[src/rtl/grp_irq_ctrl.sv]
module grp_irq_ctrl #(
  parameter int NSRC = 18,
  parameter int GSIZE = 3,
  parameter int NLVL = 4,
  parameter logic [NSRC-1:0] WAKE_MASK = 18'h20038
) (
  input  logic            clk,
  input  logic            rst_n,
  input  logic [NSRC-1:0] irq_req,
  input  logic            sleep_i,
  input  logic            reg_we,
  input  logic [1:0]      reg_addr,
  input  logic [NSRC-1:0] reg_wdata,
  output logic [NSRC-1:0] reg_rdata,
  output logic            irq_valid,
  output logic [$clog2(NSRC)-1:0] irq_vec,
  input  logic            irq_ack,
  input  logic            irq_reti,
  output logic            wake_req
);
  localparam int NGRP = NSRC / GSIZE;
  localparam int LW   = $clog2(NLVL);
  localparam int VW   = $clog2(NSRC);
  localparam int PW   = NGRP * LW;

  logic [NSRC-1:0] en, pend, cand, clr, taken;
  logic [PW-1:0]   prio;
  logic            gen;
  logic [NLVL-1:0] insvc, top, push;

  logic            found;
  logic [VW-1:0]   best;
  logic [LW-1:0]   best_lvl, cur_lvl;
  logic            has_act, take;

  assign cand = pend & en;

  always_comb begin
    found    = 1'b0;
    best     = '0;
    best_lvl = '0;
    for (int i = 0; i < NSRC; i++) begin
      if (cand[i] && (!found || prio[(i/GSIZE)*LW +: LW] > best_lvl)) begin
        found    = 1'b1;
        best     = VW'(i);
        best_lvl = prio[(i/GSIZE)*LW +: LW];
      end
    end
  end

  always_comb begin
    cur_lvl = '0;
    top     = '0;
    for (int l = 0; l < NLVL; l++) begin
      if (insvc[l]) begin
        cur_lvl = LW'(l);
        top     = NLVL'(1) << l;
      end
    end
  end

  assign has_act   = |insvc;
  assign irq_valid = gen && found && (!has_act || best_lvl > cur_lvl);
  assign irq_vec   = best;
  assign take      = irq_valid && irq_ack;
  assign taken     = take ? (NSRC'(1) << best) : '0;
  assign push      = take ? (NLVL'(1) << best_lvl) : '0;
  assign clr       = (reg_we && reg_addr == 2'd2) ? reg_wdata : '0;
  assign wake_req  = sleep_i && |(pend & en & WAKE_MASK);

  always_ff @(posedge clk or negedge rst_n) begin
    if (!rst_n) begin
      en    <= '0;
      prio  <= '0;
      gen   <= 1'b0;
      pend  <= '0;
      insvc <= '0;
    end else begin
      pend  <= (pend & ~clr & ~taken) | irq_req;
      insvc <= (insvc & ~(irq_reti ? top : '0)) | push;
      if (reg_we) begin
        case (reg_addr)
          2'd0: en   <= reg_wdata;
          2'd1: prio <= reg_wdata[PW-1:0];
          2'd3: gen  <= reg_wdata[0];
          default: ;
        endcase
      end
    end
  end

  always_comb begin
    case (reg_addr)
      2'd0: reg_rdata = en;
      2'd1: reg_rdata = NSRC'(prio);
      2'd2: reg_rdata = pend;
      default: reg_rdata = NSRC'(gen);
    endcase
  end
endmodule

[config.mk]
export PLATFORM = sky130hd
export DESIGN_NAME = grp_irq_ctrl
export DESIGN_NICKNAME = d
export VERILOG_FILES = /design/src/rtl/grp_irq_ctrl.sv
export SDC_FILE = /design/constraint.sdc
export NUM_CORES = 1
export LEC_CHECK = 0
export ABC_AREA = 1
export BUFFER_PORTS_ARGS = -buffer_cell sky130_fd_sc_hd__buf_4
export CAP_MARGIN = 20
export CORE_MARGIN = 2
export CORE_UTILIZATION = 60
export DETAILED_ROUTE_END_ITERATION = 16
export PLACE_DENSITY = 0.95
export RECOVER_POWER = 100
export SKIP_LAST_GASP = 1
export SLEW_MARGIN = 0
export SYNTH_ARGS = -nofsm -noshare
export SYNTH_HDL_FRONTEND = slang
export SYNTH_SLANG_ARGS = --single-unit
[constraint.sdc]
create_clock -name clk -period 24.4 [get_ports clk]
set_input_delay 1.22 -clock clk [delete_from_list [all_inputs] [get_ports clk]]
set_output_delay 1.22 -clock clk [all_outputs]
set_load 0.005 [all_outputs]
# [After elaboration in Yosys (flattened, before gate mapping)]
# Index checks and enable logic that the tools add are counted.
[totals] reg_bits=53 inputBits=44 output_inout_bits=25 wordCells=166
[classes] bitwise_logic=9 n_eq_ne=3 shift=2 reduce_logical=64 mux=65 order_cmp=18
[ops] cell="5-bit two-way mux" n=16
[ops] cell="18-bit bitwise AND" n=3
[ops] cell="18-bit one-hot mux with 3 select lines" n=1
[ops] cell="2-bit two-way mux" n=20
[ops] cell="2-bit > comparator" n=18
[ops] cell="18-bit two-way mux" n=2
[ops] cell="18-bit NOT" n=2
[ops] cell="1-bit logical AND" n=22
[ops] cell="1-bit two-way mux" n=21
[ops] cell="4-bit two-way mux" n=5
[ops] cell="1-bit zero test" n=18
[ops] cell="1-bit logical OR" n=18
[ops] cell="18-bit bitwise OR" n=1
[ops] cell="1-bit by 5-bit << shifter with 18-bit output, first input constant" n=1
[ops] cell="4-bit OR reduction" n=2
[ops] cell="2-bit AND reduction" n=3
[ops] cell="4-bit bitwise AND" n=1
[ops] cell="2-bit equality test, second input constant" n=2
[ops] cell="4-bit NOT" n=1
[ops] cell="4-bit bitwise OR" n=1
[ops] cell="1-bit by 2-bit << shifter with 4-bit output, first input constant" n=1
[ops] cell="2-bit by 1-bit equality test with 1-bit output, second input constant" n=1
[ops] cell="2-bit zero test" n=1

# [Logic depth before layout (Yosys ltp)]
# Gate-level depths: netlist (run 1).
[logic_depth] ltp_word=78 mapped_depth=146 ltp_nobuf=146

# [Least setup slack after synthesis (run 1)]
# OpenSTA, ideal clock, no wires.
[synth_path] path_kind="register to output" start="register en[1]" end="output port irq_valid" stages_incl_launch_ff=110 path_buffers=0 required_time_ns=23.180 path_slack_ns=9.835 t_arrival_ns=13.345 cell_sequence="dfrtp_1 -> nand2_1 -> nand2_1 -> nor2_2 -> inv_2 -> nand2_1 -> inv_1 -> ha_1 -> nor2_1 -> o21ai_0 -> o211ai_1 -> nand2_1 -> o21ai_0 -> ha_1 -> nand2_1 -> nand2_1 -> nand2_2 -> nand2_4 -> [74 not listed] -> inv_1 -> o21ai_0 -> ha_1 -> inv_1 -> nor2_1 -> o21ai_0 -> a21oi_1 -> nor2_1 -> inv_1 -> nand2_1 -> nand2_2 -> ha_1 -> inv_1 -> nor2_1 -> o21ai_0 -> o21ai_0 -> nand2_1 -> a31oi_1"
[synth_via] elab_chain_cells=70 word_cells_on_any_way=104 cone_classes="order compare (17); mux (34); bitwise (1); reduce/logical (52)"
[synth_rtl] item="from (decl)" line="26" source="logic [NSRC-1:0] en, pend, cand, clr, taken;"
[synth_rtl] item="from (signal assigned)" line="83" source="2'd0: en <= reg_wdata;"
[synth_rtl] item="18-bit bitwise AND (*)" line="36" source="assign cand = pend & en;"
[synth_rtl] item="1-bit logical AND (*)" line="43" source="if (cand[i] && (!found || prio[(i/GSIZE)*LW +: LW] > best_lvl)) begin"
[synth_rtl] item="2-bit two-way mux or 1-bit two-way mux (tied branches)" line="43"
[synth_rtl] item="2-bit > comparator or 1-bit zero test (tied branches)" line="43"
[synth_rtl] item="1-bit logical OR" line="43"
[synth_rtl] item="1-bit logical AND" line="43"
[synth_rtl] item="2-bit two-way mux or 1-bit two-way mux (tied branches)" line="43"
[synth_rtl] item="2-bit > comparator or 1-bit zero test (tied branches)" line="43"
[synth_rtl] item="[54 not listed]"
[synth_rtl] item="2-bit two-way mux or 1-bit two-way mux (tied branches)" line="43"
[synth_rtl] item="2-bit > comparator or 1-bit zero test (tied branches)" line="43"
[synth_rtl] item="1-bit logical OR" line="43"
[synth_rtl] item="1-bit logical AND" line="43"
[synth_rtl] item="2-bit two-way mux" line="43"
[synth_rtl] item="2-bit > comparator" line="63" source="assign irq_valid = gen && found && (!has_act || best_lvl > cur_lvl);"
[synth_rtl] item="1-bit logical OR" line="63"
[synth_rtl] item="1-bit logical AND (*)" line="63"
[synth_rtl] item="to (decl)" line="15" source="output logic irq_valid,"
# Mark *: on every way between the ends. The rest lies on a longest branch, timed or not.

# [Final worst setup path (run 1)]
[layout_path] start="register pend[0]" end="output port irq_valid"
[layout_via] elab_chain_cells=73 word_cells_on_any_way=109 cone_classes="order compare (18); mux (36); bitwise (1); reduce/logical (54)"
[layout_rtl] item="from (decl)" line="26"
[layout_rtl] item="from (signal assigned)" line="79" source="pend <= (pend & ~clr & ~taken) | irq_req;"
[layout_rtl] item="18-bit bitwise AND (*)" line="36"
[layout_rtl] item="2-bit two-way mux or 1-bit two-way mux (tied branches)" line="43"
[layout_rtl] item="2-bit > comparator or 1-bit zero test (tied branches)" line="43"
[layout_rtl] item="1-bit logical OR" line="43"
[layout_rtl] item="1-bit logical AND" line="43"
[layout_rtl] item="2-bit two-way mux or 1-bit two-way mux (tied branches)" line="43"
[layout_rtl] item="2-bit > comparator or 1-bit zero test (tied branches)" line="43"
[layout_rtl] item="1-bit logical OR" line="43"
[layout_rtl] item="[57 not listed]"
[layout_rtl] item="2-bit two-way mux or 1-bit two-way mux (tied branches)" line="43"
[layout_rtl] item="2-bit > comparator or 1-bit zero test (tied branches)" line="43"
[layout_rtl] item="1-bit logical OR" line="43"
[layout_rtl] item="1-bit logical AND" line="43"
[layout_rtl] item="2-bit two-way mux" line="43"
[layout_rtl] item="2-bit > comparator" line="63"
[layout_rtl] item="1-bit logical OR" line="63"
[layout_rtl] item="1-bit logical AND (*)" line="63"
# Marks and branches as above.

==> results of run 1 <==
-- worst reg2reg max path, delay by kind of cell (launching register included) --
family	cells	cell delay [ps]
flip-flops	1	420
buffers and inverters	10	930
AND/OR/NAND/NOR	66	6540
AO/OA/AOI/OAI	24	5280
adder cells (fa/ha/maj)	16	4570
-- layer usage --
metal | vias up | part of all wire, % | track usage [%] | wire length [um]
met4 | 0 | 3.6 | 12.1 | 422
met1 | 2062 | 41 | 40.6 | 4870
met3 | 41 | 6.8 | 4.10 | 800
met2 | 204 | 48 | 54.7 | 5700
li1 | 2232 | - | - | -
met5 | - | 0 | 0 | 0
-- area by class of cell --
| type | instances | area share (%) |
|---|---|---|
| inverter | 129 | 9.95 |
| clock inverter | 2 | 0.713 |
| tap | 96 | 2.44 |
| sequential | 53 | 27.0 |
| multi-input combinational | 478 | 48.0 |
| clock buffer | 5 | 1.40 |
| timing repair buffer | 71 | 10.5 |
-- layout by cell type, fill, tap and decap left out, drive strengths merged, types with 2 or more instances in the layout --
master,instances
clkbuf,31
nand4,5
o21ai,82
o21bai,6
a31oi,2
o211ai,13
buf,45
nor2,43
nand2,262
ha,20
nand3,25
inv,128
a22oi,3
dfrtp,53
a22o,5
clkinv,2
a21oi,6
-- worst min-delay path by stage --
stage	to	slack, ps	depth (start not counted)
global placement	prio[8]	470	2
detailed placement	prio[8]	470	2
finish	prio[6]	500	2
global route	prio[6]	520	2
floorplan	prio[2]	450	2
CTS	prio[6]	500	2
-- flip-flops by register name (all words and copies together) (netlist names) --
name and count:
en 18, pend 18, prio 12, insvc 4, gen 1
-- power by group through the flow --
| stage | clock [mW] | sequential (mW) | combinational, mW |
|---|---|---|---|
| 2_1_floorplan | 0 | 0.114 | 0.427 |
| 3_3_place_gp | 0 | 0.117 | 0.542 |
| 3_5_place_dp | 0 | 0.118 | 0.576 |
| 4_1_cts | 0.0589 | 0.116 | 0.579 |
| 5_1_grt | 0.0623 | 0.118 | 0.622 |
| 6_report | 0.0590 | 0.117 | 0.546 |
-- metrics by stage --
stage                     instances  utilization, %  setup slack (ps)
after floorplan                 670               -              9830
after global placement          826            71.7              8710
after detailed placement        826            71.7              7750
after CTS                       833            73.2              7360
after global routing            834            71.5              4240
final                           834            71.5              6110
-- cells by family (layout without fill, tap and decap cells) --
| kind of cell | Yosys count | after routing | share of synthesized area [%] |
|---|---|---|---|
| and+or+nand+nor | 335 | 335 | 34.4 |
| buffers and inverters | 139 | 207 | 12.2 |
| AOI/OAI and AO/OA | 122 | 122 | 16.6 |
| DFF | 53 | 53 | 30.7 |
| adders and majority gates | 20 | 20 | 5.80 |
| muxes | 1 | 1 | 0.261 |
==> results.json, run 1 <==
{
  "maxClockFrequency_mhz": 54.7,
  "maximum_number_of_pins_on_one_net_before_global_route_repair": 54,
  "synth.cells.most_frequent": "sky130_fd_sc_hd__nand2_1, sky130_fd_sc_hd__inv_1, sky130_fd_sc_hd__o21ai_0",
  "cp-endpoint": "irq_valid",
  "ys_types": 31,
  "synth_enable_flop_cells": 0,
  "placed_cell_area_um2": 4920,
  "stages_on_worst_setup_path": 110,
  "dr_total_vias": 4539,
  "dp_hpwl_um": 9060,
  "synthCells": 670,
  "seq_area_um2": 1330,
  "worst_r2r_endpoint": "pend[15]",
  "slew-limit-headroom_pct": -87.9,
  "number_of_antenna_violations_at_the_first_check_in_global_routing": 0,
  "timing_worst_slew_pin_value_ps": 2820,
  "critPathRequiredTime_ps": 23180,
  "dieHeight_um": 88.8,
  "sequential_to_total_area_share_from_yosys_stat_pct": 30.7,
  "power.sequential.fraction_pct": 16.2,
  "timing.critical_path.from_type": "flop",
  "crit_type": "flop to primary output",
  "synth-seq-cells": 53,
  "drv_slew": 54,
  "leakagePower_nw": 2.79,
  "drtAntennaViolNets": 0,
  "power_per_cell_area_nw_per_um2": 147,
  "internal_portion_of_total_power_uw": 324,
  "mappedNetlistNets": 734,
  "finalWirelength_um": 11800,
  "holdCritStartpoint": "prio[6]",
  "drt-initial-drc-count": 365,
  "post-layout-total-power_uw": 721,
  "ys.warnings.count": 0,
  "synthesis.area_per_instance_um2": 6.44,
  "cts_tree": "yes",
  "setup_viol": 0,
  "numCtsBuffers": 5,
  "total_overflow_reported_by_the_global_router": 0,
  "portBuffers": 68,
  "async_flop_share_pct": 100,
  "cts_root_buf": "sky130_fd_sc_hd__clkbuf_8",
  "cts-hold-fix-buffers": 0,
  "width_of_the_die_um": 88.8,
  "multi_input_area_um2": 2360,
  "fraction_of_final_layout_cells_with_drive_strength_greater_than_1_pct": 15.0,
  "detail_route.drc_violations": 0,
  "syn_to_layout_area_delta_pct": 13.9,
  "dr.pass1.iters": 5,
  "failed_checks": "max-capacitance violations, max-slew violations",
  "run_status": "finished with violations",
  "final.period_utilization_pct": 75.0,
  "std_cell_rows": 30,
  "ioPinCount": 69,
  "initial_utilization_pct": 62.8,
  "final_period_minus_worst_setup_slack_ps": 18290,
  "finish.net_count": 802,
  "worst_r2r_startpoint": "pend[0]",
  "cp_top_family": "simple AND/OR/NAND/NOR gates",
  "crit_fanout": 10,
  "die_area_um2": 7890,
  "timing.reg2reg.setup_slack_ps": 6530,
  "critPathMaxStageDelay_ps": 420,
  "report.final.hold_viol_count": 0,
  "track_usage_pct": 31.8,
  "finClkSkew_ps": 11.9,
  "path_clk_slew_ps": 90,
  "netSwitchingPower_uw": 398,
  "wl_per_cell_um": 14.1,
  "tritoncts_num_sinks": 53,
  "yosys.area.top_type_share_pct": 30.7,
  "maximum_vdd_drop_uv": 104,
  "postCtsResizedCells": 0,
  "finalInstanceArea_um2": 4910,
  "clockBufferDepth": 2,
  "p_clk_share_pct": 8.2,
  "final.setup.tns_ps": 0,
  "switching_share_pct": 55.1,
  "post_cts_setup_buffer_count": 0,
  "final.hold.worst_slack_ps": 497,
  "grt_first_pass_wirelength_um": 19700,
  "path_common_cell": "sky130_fd_sc_hd__nand2_1",
  "post_synth_main_area_contributors": "sky130_fd_sc_hd__dfrtp_1, sky130_fd_sc_hd__nand2_1, sky130_fd_sc_hd__inv_1",
  "setup.worst_path.start": "pend[0]",
  "via_count_of_the_first_global_routing_pass": 4468,
  "floorplan.core_area_um2": 6870,
  "clock_latency_on_the_worst_skew_pair_ps": 310,
  "maxCapViolations": 1,
  "hold_path.class": "flop to flop",
  "slowest_stage": "sky130_fd_sc_hd__dfrtp_1",
  "share_comb_of_total_power_pct": 75.6,
  "worst_setup_end_kind": "primary output",
  "gp_routability_congestion": 0.933,
  "yosys.area.top_type": "sky130_fd_sc_hd__dfrtp_1",
  "num_antenna_cells": 0,
  "nFillCells": 596,
  "avgViaCountPerCell": 5.44,
  "setup_repair_after_global_routing_missed_its_margin": "no",
  "synth_most_common_cell": "sky130_fd_sc_hd__nand2_1",
  "worst-r2r-cell-count": 116,
  "cts_htree_levels": 2,
  "timing.critical_path.arrival_ps": 17070,
  "synth_flop_cell": "sky130_fd_sc_hd__dfrtp_1",
  "synthesis.area_um2": 4320,
  "cp_bufs_invs": 9
}
No activity file was read; power rests on OpenSTA's default activity.
==> run 2: changes to the inputs <==
Settings changed: CORE_UTILIZATION 60 to 52, PLACE_DENSITY 0.95 to 0.88.
Clock period 24.4 ns to 14.93 ns, I/O delays scaled along.
==> run 2 against run 1 <==
Against the previous run: the flow still finishes with violations (max-capacitance violations, max-slew violations); worst setup slack got worse by 5900 ps; via count increased by 8.5%; global-route usage fell by 3.4 points; sequential share of layout area is 4.7 points lower; critical path depth grew 12; routed wire length rose by 19%; first-iteration DRC count increased by 12%; hold slack gained 7.5 ps; critical endpoint unchanged.
==> results.json, run 2 (synthesized netlist as in run 1, its figures left out) <==
{
  "maxClockFrequency_mhz": 67.8,
  "finish.net_count": 854,
  "final.period_utilization_pct": 98.8,
  "slew-limit-headroom_pct": -95.8,
  "drv_slew": 54,
  "run_status": "finished with violations",
  "initial_utilization_pct": 53.1,
  "timing.reg2reg.setup_slack_ps": 310,
  "timing.critical_path.arrival_ps": 14000,
  "setup_repair_after_global_routing_missed_its_margin": "yes",
  "dr.pass1.iters": 7,
  "gp_routability_congestion": 0.985,
  "setup_viol": 0,
  "total_overflow_reported_by_the_global_router": 0,
  "finalWirelength_um": 14100,
  "clockBufferDepth": 2,
  "final.hold.worst_slack_ps": 504,
  "crit_fanout": 7,
  "ioPinCount": 69,
  "die_area_um2": 9050,
  "worst-r2r-cell-count": 128,
  "drt-initial-drc-count": 408,
  "floorplan.core_area_um2": 8130,
  "cts_htree_levels": 2,
  "report.final.hold_viol_count": 0,
  "failed_checks": "max-capacitance violations, max-slew violations",
  "via_count_of_the_first_global_routing_pass": 4563,
  "portBuffers": 68,
  "path_common_cell": "sky130_fd_sc_hd__nand2_2",
  "avgViaCountPerCell": 5.50,
  "maxCapViolations": 1,
  "timing.critical_path.from_type": "flop",
  "dr_total_vias": 4925,
  "cts_tree": "yes",
  "cp_bufs_invs": 11,
  "timing_worst_slew_pin_value_ps": 2940,
  "stages_on_worst_setup_path": 122,
  "worst_setup_end_kind": "primary output",
  "width_of_the_die_um": 95.1,
  "number_of_antenna_violations_at_the_first_check_in_global_routing": 0,
  "most-common-layout-cells": "sky130_fd_sc_hd__nand2_1, sky130_fd_sc_hd__inv_1, sky130_fd_sc_hd__buf_4, sky130_fd_sc_hd__o21ai_0, sky130_fd_sc_hd__dfrtp_1",
  "finClkSkew_ps": 11.3,
  "std_cell_rows": 33,
  "biggestRegsByFlops": "en x18, pend x18, prio x12",
  "num_antenna_cells": 0,
  "final_common_cell": "sky130_fd_sc_hd__nand2_1",
  "grt_first_pass_wirelength_um": 20400,
  "slowest_stage": "sky130_fd_sc_hd__dfrtp_1",
  "fraction_of_final_layout_cells_with_drive_strength_greater_than_1_pct": 33.8,
  "tritoncts_num_sinks": 53,
  "dp_hpwl_um": 9370,
  "crit_type": "flop to primary output",
  "track_usage_pct": 28.4,
  "dieHeight_um": 95.1,
  "drtAntennaViolNets": 0,
  "maximum_number_of_pins_on_one_net_before_global_route_repair": 54,
  "numCtsBuffers": 5,
  "critPathMaxStageDelay_ps": 420,
  "worstHoldPathCells": 2,
  "hold_path.class": "flop to flop",
  "syn_to_layout_area_delta_pct": 38.0,
  "detail_route.drc_violations": 0,
  "cts_root_buf": "sky130_fd_sc_hd__clkbuf_8",
  "final_period_minus_worst_setup_slack_ps": 14750,
  "wl_per_cell_um": 15.7,
  "cp_top_family": "simple AND/OR/NAND/NOR gates",
  "critPathRequiredTime_ps": 14180,
  "path_clk_slew_ps": 100,
  "clock_latency_on_the_worst_skew_pair_ps": 310
}
run 2: final cells by class:
| cell class | instances | area (um^2) |
|---|---|---|
| clock buffer | 7 | 86.3 |
| sequential | 53 | 1330 |
| multi-input combinational | 478 | 2980 |
| inverter | 129 | 489 |
| timing repair buffer | 123 | 916 |
| fill | 581 | 2180 |
| clock inverter | 1 | 30.0 |
| tap | 105 | 131 |
run 2: path summary, 6_finish.rpt:
| path | from | end |
|---|---|---|
| setup / recovery | en[1] | irq_valid |
| hold / removal | prio[4] | prio[4] |
| setup reg to reg | en[1] | pend[9] |
| hold reg to reg | prio[4] | prio[4] |
| max in group asynchronous | rst_n | pend[12] |
| min in group asynchronous | rst_n | prio[1] |
run 2: per-stage QoR:
step	instances	setup slack [ps]	TNS [ps]	cell area [um^2]	util, %
6_report	896	180	0	5960	73.2
5_1_grt	896	-578	-7130	5960	73.2
4_1_cts	865	21.9	0	5220	64.2
3_5_place_dp	857	-606	-10730	5100	62.7
3_3_place_gp	857	440	0	5100	62.7
2_1_floorplan	670	764	0	4320	-
run 2: per-layer routing:
| metal | part of all wire (%) | vias up | track usage, % |
|---|---|---|---|
| met5 | 0 | - | 0 |
| met1 | 40 | 2288 | 36.3 |
| met3 | 6.1 | 67 | 3.72 |
| li1 | - | 2331 | - |
| met4 | 4.9 | 0 | 12.7 |
| met2 | 49 | 239 | 47.9 |
run 2: worst min-delay path, delay by kind of cell (launching register included):
kind | cells | cell delay, ps
and+or+nand+nor | 1 | 50
DFF | 1 | 360
AOI/OAI and AO/OA | 1 | 60
run 2: what timing repair did:
item	4_1_cts	5_1_grt
resized for setup	12	126
hold buffers	0	0
pin swaps	0	92
setup endpoints to repair	27	28
setup buffers	0	31
Power of run 2 is not shown: default switching activity piles up to over one toggle a cycle in this logic, so the estimate is an artifact.
==> run 3: changes to the inputs <==
Settings changed: CORE_UTILIZATION 52 to 58, PLACE_DENSITY 0.88 to 0.92, SETUP_SLACK_MARGIN from default to 0.5.
Clock period 14.93 ns to 14.3 ns, I/O delays scaled along.
==> run 3 against run 2 <==
Against the previous run: the flow finishes with violations (max-capacitance violations, max-slew violations, negative setup slack); count of clock-buffer cells in the layout down 1; global-route usage up 2.8 points; critical endpoint unchanged; largest cell class unchanged; sequential cell count unchanged; non-clock buffer count up 14; hold slack about the same.
==> results.json, run 3 (synthesized netlist as in run 1, its figures left out) <==
{
  "run_status": "finished with violations",
  "failed_checks": "max-capacitance violations, max-slew violations, negative setup slack",
  "slew-limit-headroom_pct": -89.2,
  "timing_worst_slew_pin_value_ps": 2840,
  "timing.critical_path.from_type": "flop",
  "portBuffers": 68,
  "final_common_cell": "sky130_fd_sc_hd__nand2_1",
  "cts_htree_levels": 2,
  "tritoncts_num_sinks": 53,
  "finalWorstSetupSlack_ps": -795,
  "detail_route.drc_violations": 0,
  "dieHeight_um": 90.3,
  "drtAntennaViolNets": 0,
  "slowest_stage": "sky130_fd_sc_hd__dfrtp_1",
  "total_overflow_reported_by_the_global_router": 0,
  "final_period_minus_worst_setup_slack_ps": 15100,
  "crit_fanout": 6,
  "hold_path.class": "flop to flop",
  "width_of_the_die_um": 90.3,
  "report.final.hold_viol_count": 0,
  "dr.pass1.iters": 6,
  "via_count_of_the_first_global_routing_pass": 4706,
  "placed_cells": 848,
  "cts_root_buf": "sky130_fd_sc_hd__clkbuf_8",
  "biggestRegsByFlops": "en x18, pend x18, prio x12",
  "maximum_number_of_pins_on_one_net_before_global_route_repair": 54,
  "worst_setup_end_kind": "primary output",
  "drt-initial-drc-count": 701,
  "cts_tree": "yes",
  "dr_total_vias": 5420,
  "gp_routability_congestion": 0.927,
  "initial_utilization_pct": 59.8,
  "maxClockFrequency_mhz": 66.2,
  "crit_type": "flop to primary output",
  "avgViaCountPerCell": 6.00,
  "critPathMaxStageDelay_ps": 430,
  "track_usage_pct": 31.2,
  "critPathRequiredTime_ps": 13590,
  "most-common-layout-cells": "sky130_fd_sc_hd__nand2_1, sky130_fd_sc_hd__buf_4, sky130_fd_sc_hd__inv_1, sky130_fd_sc_hd__o21ai_0, sky130_fd_sc_hd__dfrtp_1",
  "finalWirelength_um": 16500,
  "wl_per_cell_um": 18.3,
  "grt_first_pass_wirelength_um": 20800,
  "stdcell_count": 904,
  "die_area_um2": 8150,
  "maxCapViolations": 1,
  "setup_repair_after_global_routing_missed_its_margin": "yes",
  "fraction_of_final_layout_cells_with_drive_strength_greater_than_1_pct": 36.4,
  "clock_latency_on_the_worst_skew_pair_ps": 330,
  "floorplan.core_area_um2": 7210,
  "finClkSkew_ps": 29.2,
  "std_cell_rows": 31,
  "path_common_cell": "sky130_fd_sc_hd__nand2_2",
  "numCtsBuffers": 5,
  "number_of_antenna_violations_at_the_first_check_in_global_routing": 0,
  "syn_to_layout_area_delta_pct": 42.0,
  "drv_slew": 54,
  "finish.net_count": 868,
  "setup_viol": 25,
  "path_clk_slew_ps": 100,
  "final.period_utilization_pct": 106,
  "dp_hpwl_um": 9440,
  "ioPinCount": 69,
  "num_antenna_cells": 0,
  "timing.critical_path.arrival_ps": 14380,
  "clockBufferDepth": 2
}
[run 3: path summary, 6_finish.rpt]
path | from | end | slack (ps) | cells after the start
setup / recovery | en[0] | irq_valid | -800 | 126
hold / removal | prio[2] | prio[2] | 500 | 2
setup reg to reg | en[0] | pend[9] | -660 | 133
hold reg to reg | prio[2] | prio[2] | 500 | 2
max in group asynchronous | rst_n | pend[5] | 11390 | 1
min in group asynchronous | rst_n | en[10] | 1270 | 1
[run 3: area by class of cell]
cell class,instances,area (um^2)
sequential,53,1330
fill,408,1090
clock buffer,6,72.6
clock inverter,2,38.8
inverter,129,497
timing repair buffer,137,1040
multi-input combinational,478,3030
tap,99,124
[run 3: what timing repair did]
item | in CTS | in global routing
hold buffers | 0 | 0
setup endpoints to repair | 28 | 28
cloned | 0 | 0
pin swaps | 4 | 109
buffers inserted | 3 | 45
resized for setup | 26 | 129
[run 3: layer usage]
layer	share of wire, %	GRT usage (%)	wire, um	vias up
li1	-	-	-	2364
met3	9.7	3.92	1610	158
met1	34	36.3	5580	2432
met2	48	56.8	7970	466
met4	8.2	14.6	1360	0
met5	0	0	0	-
[run 3: through the flow]
| stage | worst slack, ps | hold slack, ps | setup TNS (ps) | util (%) | cell area [um^2] |
|---|---|---|---|---|---|
| floorplan | 559 | 419 | 0 | - | 4320 |
| global placement | -301 | 466 | -3630 | 70.4 | 5080 |
| detailed placement | -1070 | 473 | -21460 | 70.4 | 5080 |
| CTS | -178 | 454 | -178 | 73.1 | 5270 |
| global route | -1610 | 547 | -35390 | 84.9 | 6130 |
| finish | -795 | 505 | -12100 | 84.9 | 6130 |
[run 3: critical path: cells and delay by family, from the launching register on]
kind                     cells  cell delay [ps]
AO/OA/AOI/OAI               22             2960
adder cells (fa/ha/maj)     15             3610
buffers and inverters       16             1100
flip-flops                   1              430
AND/OR/NAND/NOR             73             5880
Power of run 3 is left out for the same reason.
